<file path="src/rtl/bt_pkg.sv">
package bt_pkg;
  localparam int ADDR_W  = 16;
  localparam int BYTE_W  = 8;
  localparam int COST_W  = 4;
  localparam int LEN_W   = 2;

  localparam logic [7:0] OPC_LONG   = 8'hE7;
  localparam logic [7:0] OPC_LOOPB  = 8'hE0;
  localparam logic [7:0] OPC_LOOPW  = 8'hE1;
  localparam logic [4:0] PFX_SHORT  = 5'b00100;
  localparam logic [4:0] PFX_BITSET = 5'b00111;
  localparam logic [4:0] PFX_BITCLR = 5'b00110;
  localparam logic [3:0] PFX_COND   = 4'hD;

  localparam logic [COST_W-1:0] COST_JMP     = 4'd8;
  localparam logic [COST_W-1:0] COST_COND_NT = 4'd4;
  localparam logic [COST_W-1:0] COST_COND_T  = 4'd8;
  localparam logic [COST_W-1:0] COST_3B_NT   = 4'd5;
  localparam logic [COST_W-1:0] COST_3B_T    = 4'd9;
  localparam logic [COST_W-1:0] COST_LOOPW_T = 4'd10;

  typedef enum logic [2:0] {
    K_ILL, K_LONG, K_SHORT, K_COND, K_BITSET, K_BITCLR, K_LOOPB, K_LOOPW
  } kind_e;

  typedef struct packed {
    kind_e             kind;
    logic [LEN_W-1:0]  len;
    logic [ADDR_W-1:0] disp;
    logic [COST_W-1:0] cost_nt;
    logic [COST_W-1:0] cost_t;
    logic [2:0]        bitsel;
  } dec_t;

  typedef struct packed {
    logic [ADDR_W-1:0] next_ip;
    logic [LEN_W-1:0]  len;
    logic [COST_W-1:0] cost;
    logic              taken;
    logic [ADDR_W-1:0] count;
    logic              count_we;
    logic              illegal;
  } res_t;
endpackage

</file>
<file path="src/rtl/bt_opcode_decode.sv">
module bt_opcode_decode
  import bt_pkg::*;
(
  input  logic [BYTE_W-1:0] op0,
  input  logic [BYTE_W-1:0] op1,
  input  logic [BYTE_W-1:0] op2,
  output dec_t              dec
);
  localparam int SHORT_W = BYTE_W + 3;

  logic [ADDR_W-1:0] disp8_b1;
  logic [ADDR_W-1:0] disp8_b2;
  logic [ADDR_W-1:0] disp11;
  logic [SHORT_W-1:0] short_raw;

  assign short_raw = {op0[2:0], op1};
  assign disp8_b1  = {{(ADDR_W-BYTE_W){op1[BYTE_W-1]}}, op1};
  assign disp8_b2  = {{(ADDR_W-BYTE_W){op2[BYTE_W-1]}}, op2};
  assign disp11    = {{(ADDR_W-SHORT_W){short_raw[SHORT_W-1]}}, short_raw};

  always_comb begin
    dec.kind    = K_ILL;
    dec.len     = 2'd1;
    dec.disp    = '0;
    dec.cost_nt = '0;
    dec.cost_t  = '0;
    dec.bitsel  = op0[2:0];
    if (op0 == OPC_LONG) begin
      dec.kind    = K_LONG;
      dec.len     = 2'd3;
      dec.disp    = {op2, op1};
      dec.cost_nt = COST_JMP;
      dec.cost_t  = COST_JMP;
    end else if (op0 == OPC_LOOPB || op0 == OPC_LOOPW) begin
      dec.kind    = (op0 == OPC_LOOPB) ? K_LOOPB : K_LOOPW;
      dec.len     = 2'd3;
      dec.disp    = disp8_b2;
      dec.cost_nt = COST_3B_NT;
      dec.cost_t  = (op0 == OPC_LOOPB) ? COST_3B_T : COST_LOOPW_T;
    end else if (op0[7:3] == PFX_SHORT) begin
      dec.kind    = K_SHORT;
      dec.len     = 2'd2;
      dec.disp    = disp11;
      dec.cost_nt = COST_JMP;
      dec.cost_t  = COST_JMP;
    end else if (op0[7:4] == PFX_COND) begin
      dec.kind    = K_COND;
      dec.len     = 2'd2;
      dec.disp    = disp8_b1;
      dec.cost_nt = COST_COND_NT;
      dec.cost_t  = COST_COND_T;
    end else if (op0[7:3] == PFX_BITSET || op0[7:3] == PFX_BITCLR) begin
      dec.kind    = (op0[7:3] == PFX_BITSET) ? K_BITSET : K_BITCLR;
      dec.len     = 2'd3;
      dec.disp    = disp8_b2;
      dec.cost_nt = COST_3B_NT;
      dec.cost_t  = COST_3B_T;
    end
  end
endmodule

</file>
<file path="src/rtl/bt_take_eval.sv">
module bt_take_eval
  import bt_pkg::*;
(
  input  dec_t              dec,
  input  logic              cond,
  input  logic [BYTE_W-1:0] bitreg,
  input  logic [ADDR_W-1:0] count_in,
  output logic              taken,
  output logic [COST_W-1:0] cost,
  output logic [ADDR_W-1:0] count_out,
  output logic              count_we
);
  logic [BYTE_W-1:0] low_dec;
  logic [ADDR_W-1:0] word_dec;

  assign low_dec  = count_in[BYTE_W-1:0] - 1'b1;
  assign word_dec = count_in - 1'b1;

  always_comb begin
    taken     = 1'b0;
    count_out = count_in;
    count_we  = 1'b0;
    unique case (dec.kind)
      K_LONG, K_SHORT: taken = 1'b1;
      K_COND:          taken = cond;
      K_BITSET:        taken = bitreg[dec.bitsel];
      K_BITCLR:        taken = ~bitreg[dec.bitsel];
      K_LOOPB: begin
        count_out = {count_in[ADDR_W-1:BYTE_W], low_dec};
        count_we  = 1'b1;
        taken     = |low_dec;
      end
      K_LOOPW: begin
        count_out = word_dec;
        count_we  = 1'b1;
        taken     = |word_dec;
      end
      default: taken = 1'b0;
    endcase
    cost = taken ? dec.cost_t : dec.cost_nt;
  end
endmodule

</file>
<file path="src/rtl/bt_target_calc.sv">
module bt_target_calc
  import bt_pkg::*;
(
  input  logic [ADDR_W-1:0] ip,
  input  logic [LEN_W-1:0]  len,
  input  logic [ADDR_W-1:0] disp,
  input  logic              taken,
  output logic [ADDR_W-1:0] next_ip
);
  logic [ADDR_W-1:0] fall_ip;

  assign fall_ip = ip + ADDR_W'(len);
  assign next_ip = taken ? (fall_ip + disp) : fall_ip;
endmodule

</file>
<file path="src/rtl/bt_out_stage.sv">
module bt_out_stage #(
  parameter int W = 8
) (
  input  logic         clk,
  input  logic         rst_n,
  input  logic         in_valid,
  output logic         in_ready,
  input  logic [W-1:0] in_data,
  output logic         out_valid,
  input  logic         out_ready,
  output logic [W-1:0] out_data
);
  assign in_ready = ~out_valid | out_ready;

  always_ff @(posedge clk or negedge rst_n) begin
    if (!rst_n) begin
      out_valid <= 1'b0;
      out_data  <= '0;
    end else if (in_valid && in_ready) begin
      out_valid <= 1'b1;
      out_data  <= in_data;
    end else if (out_ready) begin
      out_valid <= 1'b0;
    end
  end
endmodule

</file>
<file path="src/rtl/branch_target_decoder.sv">
module branch_target_decoder
  import bt_pkg::*;
(
  input  logic        clk,
  input  logic        rst_n,
  input  logic        in_valid,
  output logic        in_ready,
  input  logic [15:0] in_ip,
  input  logic [7:0]  in_op0,
  input  logic [7:0]  in_op1,
  input  logic [7:0]  in_op2,
  input  logic        in_cond,
  input  logic [7:0]  in_bitreg,
  input  logic [15:0] in_count,
  output logic        out_valid,
  input  logic        out_ready,
  output logic [15:0] out_next_ip,
  output logic [1:0]  out_len,
  output logic [3:0]  out_states,
  output logic        out_taken,
  output logic [15:0] out_count,
  output logic        out_count_we,
  output logic        out_illegal
);
  localparam int RES_W = $bits(res_t);

  dec_t              dec;
  logic              taken;
  logic [COST_W-1:0] cost;
  logic [ADDR_W-1:0] cnt_next;
  logic              cnt_we;
  logic [ADDR_W-1:0] next_ip;
  res_t              res_in;
  res_t              res_out;
  logic [RES_W-1:0]  res_q;

  bt_opcode_decode u_dec (
    .op0(in_op0), .op1(in_op1), .op2(in_op2), .dec(dec)
  );

  bt_take_eval u_eval (
    .dec(dec), .cond(in_cond), .bitreg(in_bitreg), .count_in(in_count),
    .taken(taken), .cost(cost), .count_out(cnt_next), .count_we(cnt_we)
  );

  bt_target_calc u_tgt (
    .ip(in_ip), .len(dec.len), .disp(dec.disp), .taken(taken),
    .next_ip(next_ip)
  );

  always_comb begin
    res_in.next_ip  = next_ip;
    res_in.len      = dec.len;
    res_in.cost     = cost;
    res_in.taken    = taken;
    res_in.count    = cnt_next;
    res_in.count_we = cnt_we;
    res_in.illegal  = (dec.kind == K_ILL);
  end

  bt_out_stage #(.W(RES_W)) u_stage (
    .clk(clk), .rst_n(rst_n),
    .in_valid(in_valid), .in_ready(in_ready), .in_data(res_in),
    .out_valid(out_valid), .out_ready(out_ready), .out_data(res_q)
  );

  assign res_out      = res_t'(res_q);
  assign out_next_ip  = res_out.next_ip;
  assign out_len      = res_out.len;
  assign out_states   = res_out.cost;
  assign out_taken    = res_out.taken;
  assign out_count    = res_out.count;
  assign out_count_we = res_out.count_we;
  assign out_illegal  = res_out.illegal;
endmodule

</file>
<file path="config.mk">
export PLATFORM = sky130hd
export DESIGN_NAME = branch_target_decoder
export DESIGN_NICKNAME = d
export VERILOG_FILES = /design/src/rtl/bt_pkg.sv /design/src/rtl/bt_opcode_decode.sv /design/src/rtl/bt_take_eval.sv /design/src/rtl/bt_target_calc.sv /design/src/rtl/bt_out_stage.sv /design/src/rtl/branch_target_decoder.sv
export SDC_FILE = /design/constraint.sdc
export NUM_CORES = 1
export LEC_CHECK = 0
export BUFFER_PORTS_ARGS = -buffer_cell sky130_fd_sc_hd__buf_2
export CORE_UTILIZATION = 54
export CTS_BUF_LIST = sky130_fd_sc_hd__clkbuf_4
export CTS_CLUSTER_SIZE = 40
export DETAILED_ROUTE_END_ITERATION = 12
export PLACE_DENSITY = 0.84
export SYNTH_ARGS = -nofsm -noshare
export SYNTH_HDL_FRONTEND = slang
export SYNTH_SLANG_ARGS = --single-unit
</file>
<file path="constraint.sdc">
create_clock -name clk -period 1.8 [get_ports clk]
set_input_delay 0.18 -clock clk [delete_from_list [all_inputs] [get_ports clk]]
set_output_delay 0.18 -clock clk [all_outputs]
set_load 0.005 [all_outputs]
</file>
==> results of run 1 <==
-- cells in the mapped netlist (all sizes together) (8+ instances only) --
master and instances:
nand2 62, dfrtp 42, o21ai 36, nor2 35, xnor2 26, ha 20
xor2 16, a21oi 15, inv 14, mux2i 14, clkbuf 10, nor3 10
nand3 9, nand4 9, buf 8, or3 8
-- stage by stage --
step	cell area, sq um	setup TNS (ns)	hold WS, ns	setup WS (ns)	utilization (%)
after floorplan	3720	-20.88	-0.116	-2.25	-
after global placement	5180	-26.99	0.117	-2.28	81.2
after detailed placement	5180	-30.22	0.123	-2.44	81.2
after CTS	6100	-19.40	0.0484	-1.88	95.6
-- repair_timing --
item | in CTS
endpoints found under the setup margin | 19
resized for setup | 107
hold endpoints to repair | 15
hold buffers | 1
buffers inserted | 41
pin swaps | 58
gates cloned | 2
-- cell families after synthesis --
kind of cell / synth area share [%]
AOI/OAI and AO/OA: 18.5
xor gates and xnor gates: 10.2
adders and majority gates: 8.08
buffers and inverters: 3.94
DFF: 29.3
muxes: 5.68
and+or+nand+nor: 24.3
==> impl_results.md, run 1 <==
* Syn nets at 521
* Synth Instances at 430
* Mapped Area at 3590 sq um
* CTS sink cnt at 42
* Top-area cell type share of the netlist area at ~29%
* Max Buffers Root-to-Sink at 2
* FP Rows at 29
* Clock Tree Root: clkbuf_4
* Synth area leader: dfrtp_1
* Yosys reg bits at 42
* Worst_ep grt: u_stage.out_data[40]$_DFFE_PN0P_/D
* Hpwl dp at 9390 microns
* Avg Inst Size Synth at 8.35 sq um
* Largest net degree at the start of global routing at 42
* Synth warn at 0
* H-Tree Depth at 2
* Main synth FF type: dfrtp_1
* Post-synthesis cell type count at 64
* IO Pins at 112
* CTS buffer count at 5
* Status: stopped before the end
* Post-synthesis sequential area ratio at between 20% and 30%
* I/O Buffers at 111
* Top cells by area, synth: dfrtp_1, ha_1, nand2_1
* DIE HEIGHT at approximately 84 microns
* Routability-driven placement congestion ratio at 0.941
* Async S/R FF share, synth at 100%
* Initial Util at 56.2%
* WEP type: sequential cell input
* Placed cells at 721
* Die width at roughly 84 microns
* Error: [ERROR DPL-0038] Utilization greater than 100%, impossible to legalize
* EDFF count, synth at 0
* Stop stage: global routing
==> run 2: changes to the inputs <==
--- a/config.mk
+++ b/config.mk
@@ -6,11 +6,9 @@
 export NUM_CORES = 1
 export LEC_CHECK = 0
 export BUFFER_PORTS_ARGS = -buffer_cell sky130_fd_sc_hd__buf_2
-export CORE_UTILIZATION = 54
-export CTS_BUF_LIST = sky130_fd_sc_hd__clkbuf_4
-export CTS_CLUSTER_SIZE = 40
+export CORE_UTILIZATION = 40
 export DETAILED_ROUTE_END_ITERATION = 12
-export PLACE_DENSITY = 0.84
+export PLACE_DENSITY_LB_ADDON = 0.15
 export SYNTH_ARGS = -nofsm -noshare
 export SYNTH_HDL_FRONTEND = slang
 export SYNTH_SLANG_ARGS = --single-unit
==> impl_results.md, run 2 <==
* Flop-to-flop setup slack at 0.31 ns
* Max-Cap Viols at 0
* First-pass GRT wire length at slightly below 20000 microns
* H-Tree Depth at 2 (unchanged)
* DR iter-0 viols at about 170
* Routability-driven placement congestion ratio at 0.904 (-4.0%)
* Final std cell area, no fill at 6280 sq um
* Dpl cell area at 5280 sq um (+1.9%)
* HP Class: input pin to flop
* Clock-pin slew on the worst setup and hold paths at 0.08 ns
* Worst setup margin at -1.93 ns
* Worst IR Drop VDD at between 0.2 and 0.3 mV
* FP Rows at 34 (+17%)
* Share of layout cells above drive strength 1 at approximately 55%
* Required @ worst endpoint at 2.03 ns
* End of the worst register-to-register path: u_stage.out_data[24]
* Via Count at 4220
* Main synth FF type: dfrtp_1
* XOR/XNOR Fraction of Synth Area at 10.2% (unchanged)
* Fin. max-slew vios at 0
* Synth warn at 0 (unchanged)
* Synthesis-to-finish area growth at 74.9%
* Commonest non-fill, non-tap cell in the layout: buf_4
* Leakage at 3.03 nW
* Hold path endpoint: u_stage.out_valid
* Total Power at 3.27 mW
* IO Pins at 112 (unchanged)
* Max-slew headroom at between 50% and 60%
* Max Buffers Root-to-Sink at 2 (unchanged)
* CTS tree: done
* Avg Inst Size Synth at 8.35 sq um (unchanged)
* Worst setup SP type: input pin
* Die width at 96.8 microns (+16%)
* Hpwl dp at 9090 microns (-3.2%)
* Drt wl/cell at 15.7 microns
* Count of final hold-check violations at 0
* Post-synthesis sequential area ratio at 29.3% (unchanged)
* EDFF count, synth at 0 (unchanged)
* I/O Buffers at 111 (unchanged)
* Worst Path Class, Setup: input pin to flop
* Slowest CP cell: or4_1
* Yosys reg bits at 42 (unchanged)
* Synth Instances at 430 (unchanged)
* Commonest cells post-synth: nand2_1, dfrtp_1, nor2_1
* Drt pass-1 iters at 4
* Synth area leader: dfrtp_1
* Clock Tree Root: clkbuf_8
* Worst reg2reg path startpoint: u_stage.out_valid
* Synth Area in Compound Gates at 18.5% (unchanged)
* Clock Skews at approximately 0.0024 ns
* Setup crit end kind: flop
* Mapped Area at 3590 sq um (unchanged)
* Syn nets at 521 (unchanged)
* Commonest non-fill, non-tap cells in the layout: buf_4, buf_2, nand2_1
* DRC Markers at 0
* Drt total wl at 12500 microns
* Grt ovf at 0
* Top cells by area, synth: dfrtp_1, ha_1, nand2_1
* Die Area at about 9400 sq um
* GRT Overall Usage at 25.6%
* Max reg flops at 41
* CTS buffer count at 5 (unchanged)
* Initial antenna violation count at 0
* Skew-Pair Late Insertion Delay at 0.29 ns
* Largest family of logic cells by synthesized area: simple AND/OR/NAND/NOR gates
* Drt via density at between 5 and 6
* Top-count cell post-synth: nand2_1
* Vias in the first global route at around 4000
* Nets at 782
* Fmax at 268 MHz
* Post-Synth Simple-Gate Area at 24.3% (unchanged)
* Largest net degree at the start of global routing at 33
* CTS sink cnt at 42 (unchanged)
* DRT antenna net count at 0
* Antenna diode count at 0
* CP Data Arrival Time at 3.96 ns
* Hold Crit Start: in_valid
* DIE HEIGHT at 96.8 microns (+16%)
* Top-area cell type share of the netlist area at 29.3% (unchanged)
* Fin crit period at around 3.7 ns
* Most flops, register: u_stage.out_data
* Adder-cell share of the synthesized area at 8.08% (unchanged)
* Async S/R FF share, synth at 100% (unchanged)
* Final setup viols at 19
* Post-synthesis cell type count at 64 (unchanged)
* FILL cells at ~690
* Failing checks: setup timing
* Status: finished with violations
* Pwr Density at approximately 520 nW/um^2
* Period utilization at 207%
* Biggest cell delay along the critical path at 0.41 ns
* Initial Util at 41.2% (-15 points)
* Core area at 8720 sq um
* CP Max Fanout at 6
* Least-Margin Pin Slew at 0.621 ns
* RSZ-0062 raised after global routing: true
* Cell-by-cell trace of the critical path: buf_8 > nor4b_4 > nand2b_1 > nand2_4 > a211oi_4 > fa_2 > nand3b_1 > nor2_2 > and3_4 > xor2_2 > ha_1 > a21o_1 > or4_1 > o221ai_2 > o311ai_2 > or3_4 > a2111o_1 > nand3_1
* Post-synthesis mux area share at 5.68% (unchanged)
* Worst Reg2Reg Path Length in Cells at 4
* Top flop regs: u_stage.out_data: 41 flops, u_stage.out_valid: 1 flops
* Hold path cells at 2
## run 2: cell counts after synthesis
Identical to the previous run, type by type.
## run 2: report_power, final
part	switching, mW	internal (mW)	total (mW)
Combinational	0.693	0.795	1.49
Clock	0.331	0.310	0.641
Sequential	0.0707	1.07	1.14
Total	1.09	2.18	3.27
## run 2: worst max path at each step
stage | startpoint | endpoint | slack (ns) | depth (start not counted)
final | in_op0[6] | u_stage.out_data[40] | -1.93 | 18
after floorplan | in_op0[5] | u_stage.out_data[40] | -2.25 | 21
after global placement | in_op0[3] | u_stage.out_data[40] | -2.35 | 17
after global routing | in_op0[6] | u_stage.out_data[40] | -2.09 | 18
after CTS | in_op0[6] | u_stage.out_data[40] | -1.93 | 18
after detailed placement | in_op0[6] | u_stage.out_data[40] | -2.50 | 20
## run 2: cell families (layout without fill, tap and decap cells)
family,after synthesis,in the layout
adders and majority gates,22,22
xor gates and xnor gates,42,42
buffers and inverters,32,294
and+or+nand+nor,174,174
AOI/OAI and AO/OA,101,101
muxes,17,17
DFF,42,42
## run 2: layout make-up
cell class              instances  area [sq um]  area share, %
repair buffers                272          1910           30.4
clock buffers                   7          86.3           1.37
well taps                     108           135           2.15
clock inverters                 1          5.00         0.0797
inverters                      14          77.6           1.24
multi-input cells             356          3010           48.0
flip-flops and latches         42          1050           16.7
## run 2: worst max-delay path: cells and delay by family
family / cells / cell delay [ns]
AO/OA/AOI/OAI: 5 / 0.93
XOR/XNOR: 1 / 0.17
adder cells (fa/ha/maj): 2 / 0.63
buffers and inverters: 1 / 0.11
AND/OR/NAND/NOR: 9 / 1.94
## run 2: timing repair
| action | in CTS | in global routing |
|---|---|---|
| resized for setup | 78 | 51 |
| hold buffers | 1 | 0 |
| pin swaps | 42 | 41 |
| endpoints found under the setup margin | 19 | 21 |
| cloned | 1 | 0 |
| endpoints found under the hold margin | 14 | 0 |
| setup buffers | 17 | 17 |
## run 2: stage by stage
step	instances	TNS [ns]	util (%)	hold WS, ns	worst slack [ns]
final	800	-21.56	72.0	0.111	-1.93
after detailed placement	758	-30.52	60.6	0.133	-2.50
after floorplan	430	-20.88	-	-0.116	-2.25
after global placement	758	-29.38	60.6	0.114	-2.35
after global routing	800	-23.72	72.0	0.118	-2.09
after CTS	784	-20.32	67.5	0.107	-1.93
## run 2: per-layer routing
metal  part of all wire (%)  GRT usage [%]  vias to the layer above  wire length, microns
li1                       -              -                     2061                     -
met4                    1.8           5.63                        0                   220
met1                     43           33.9                     2001                  5330
met5                      0              0                        -                     0
met3                    4.6           2.46                       20                   579
met2                     51           45.1                      138                  6400
Power figures use the tool's default switching activity.
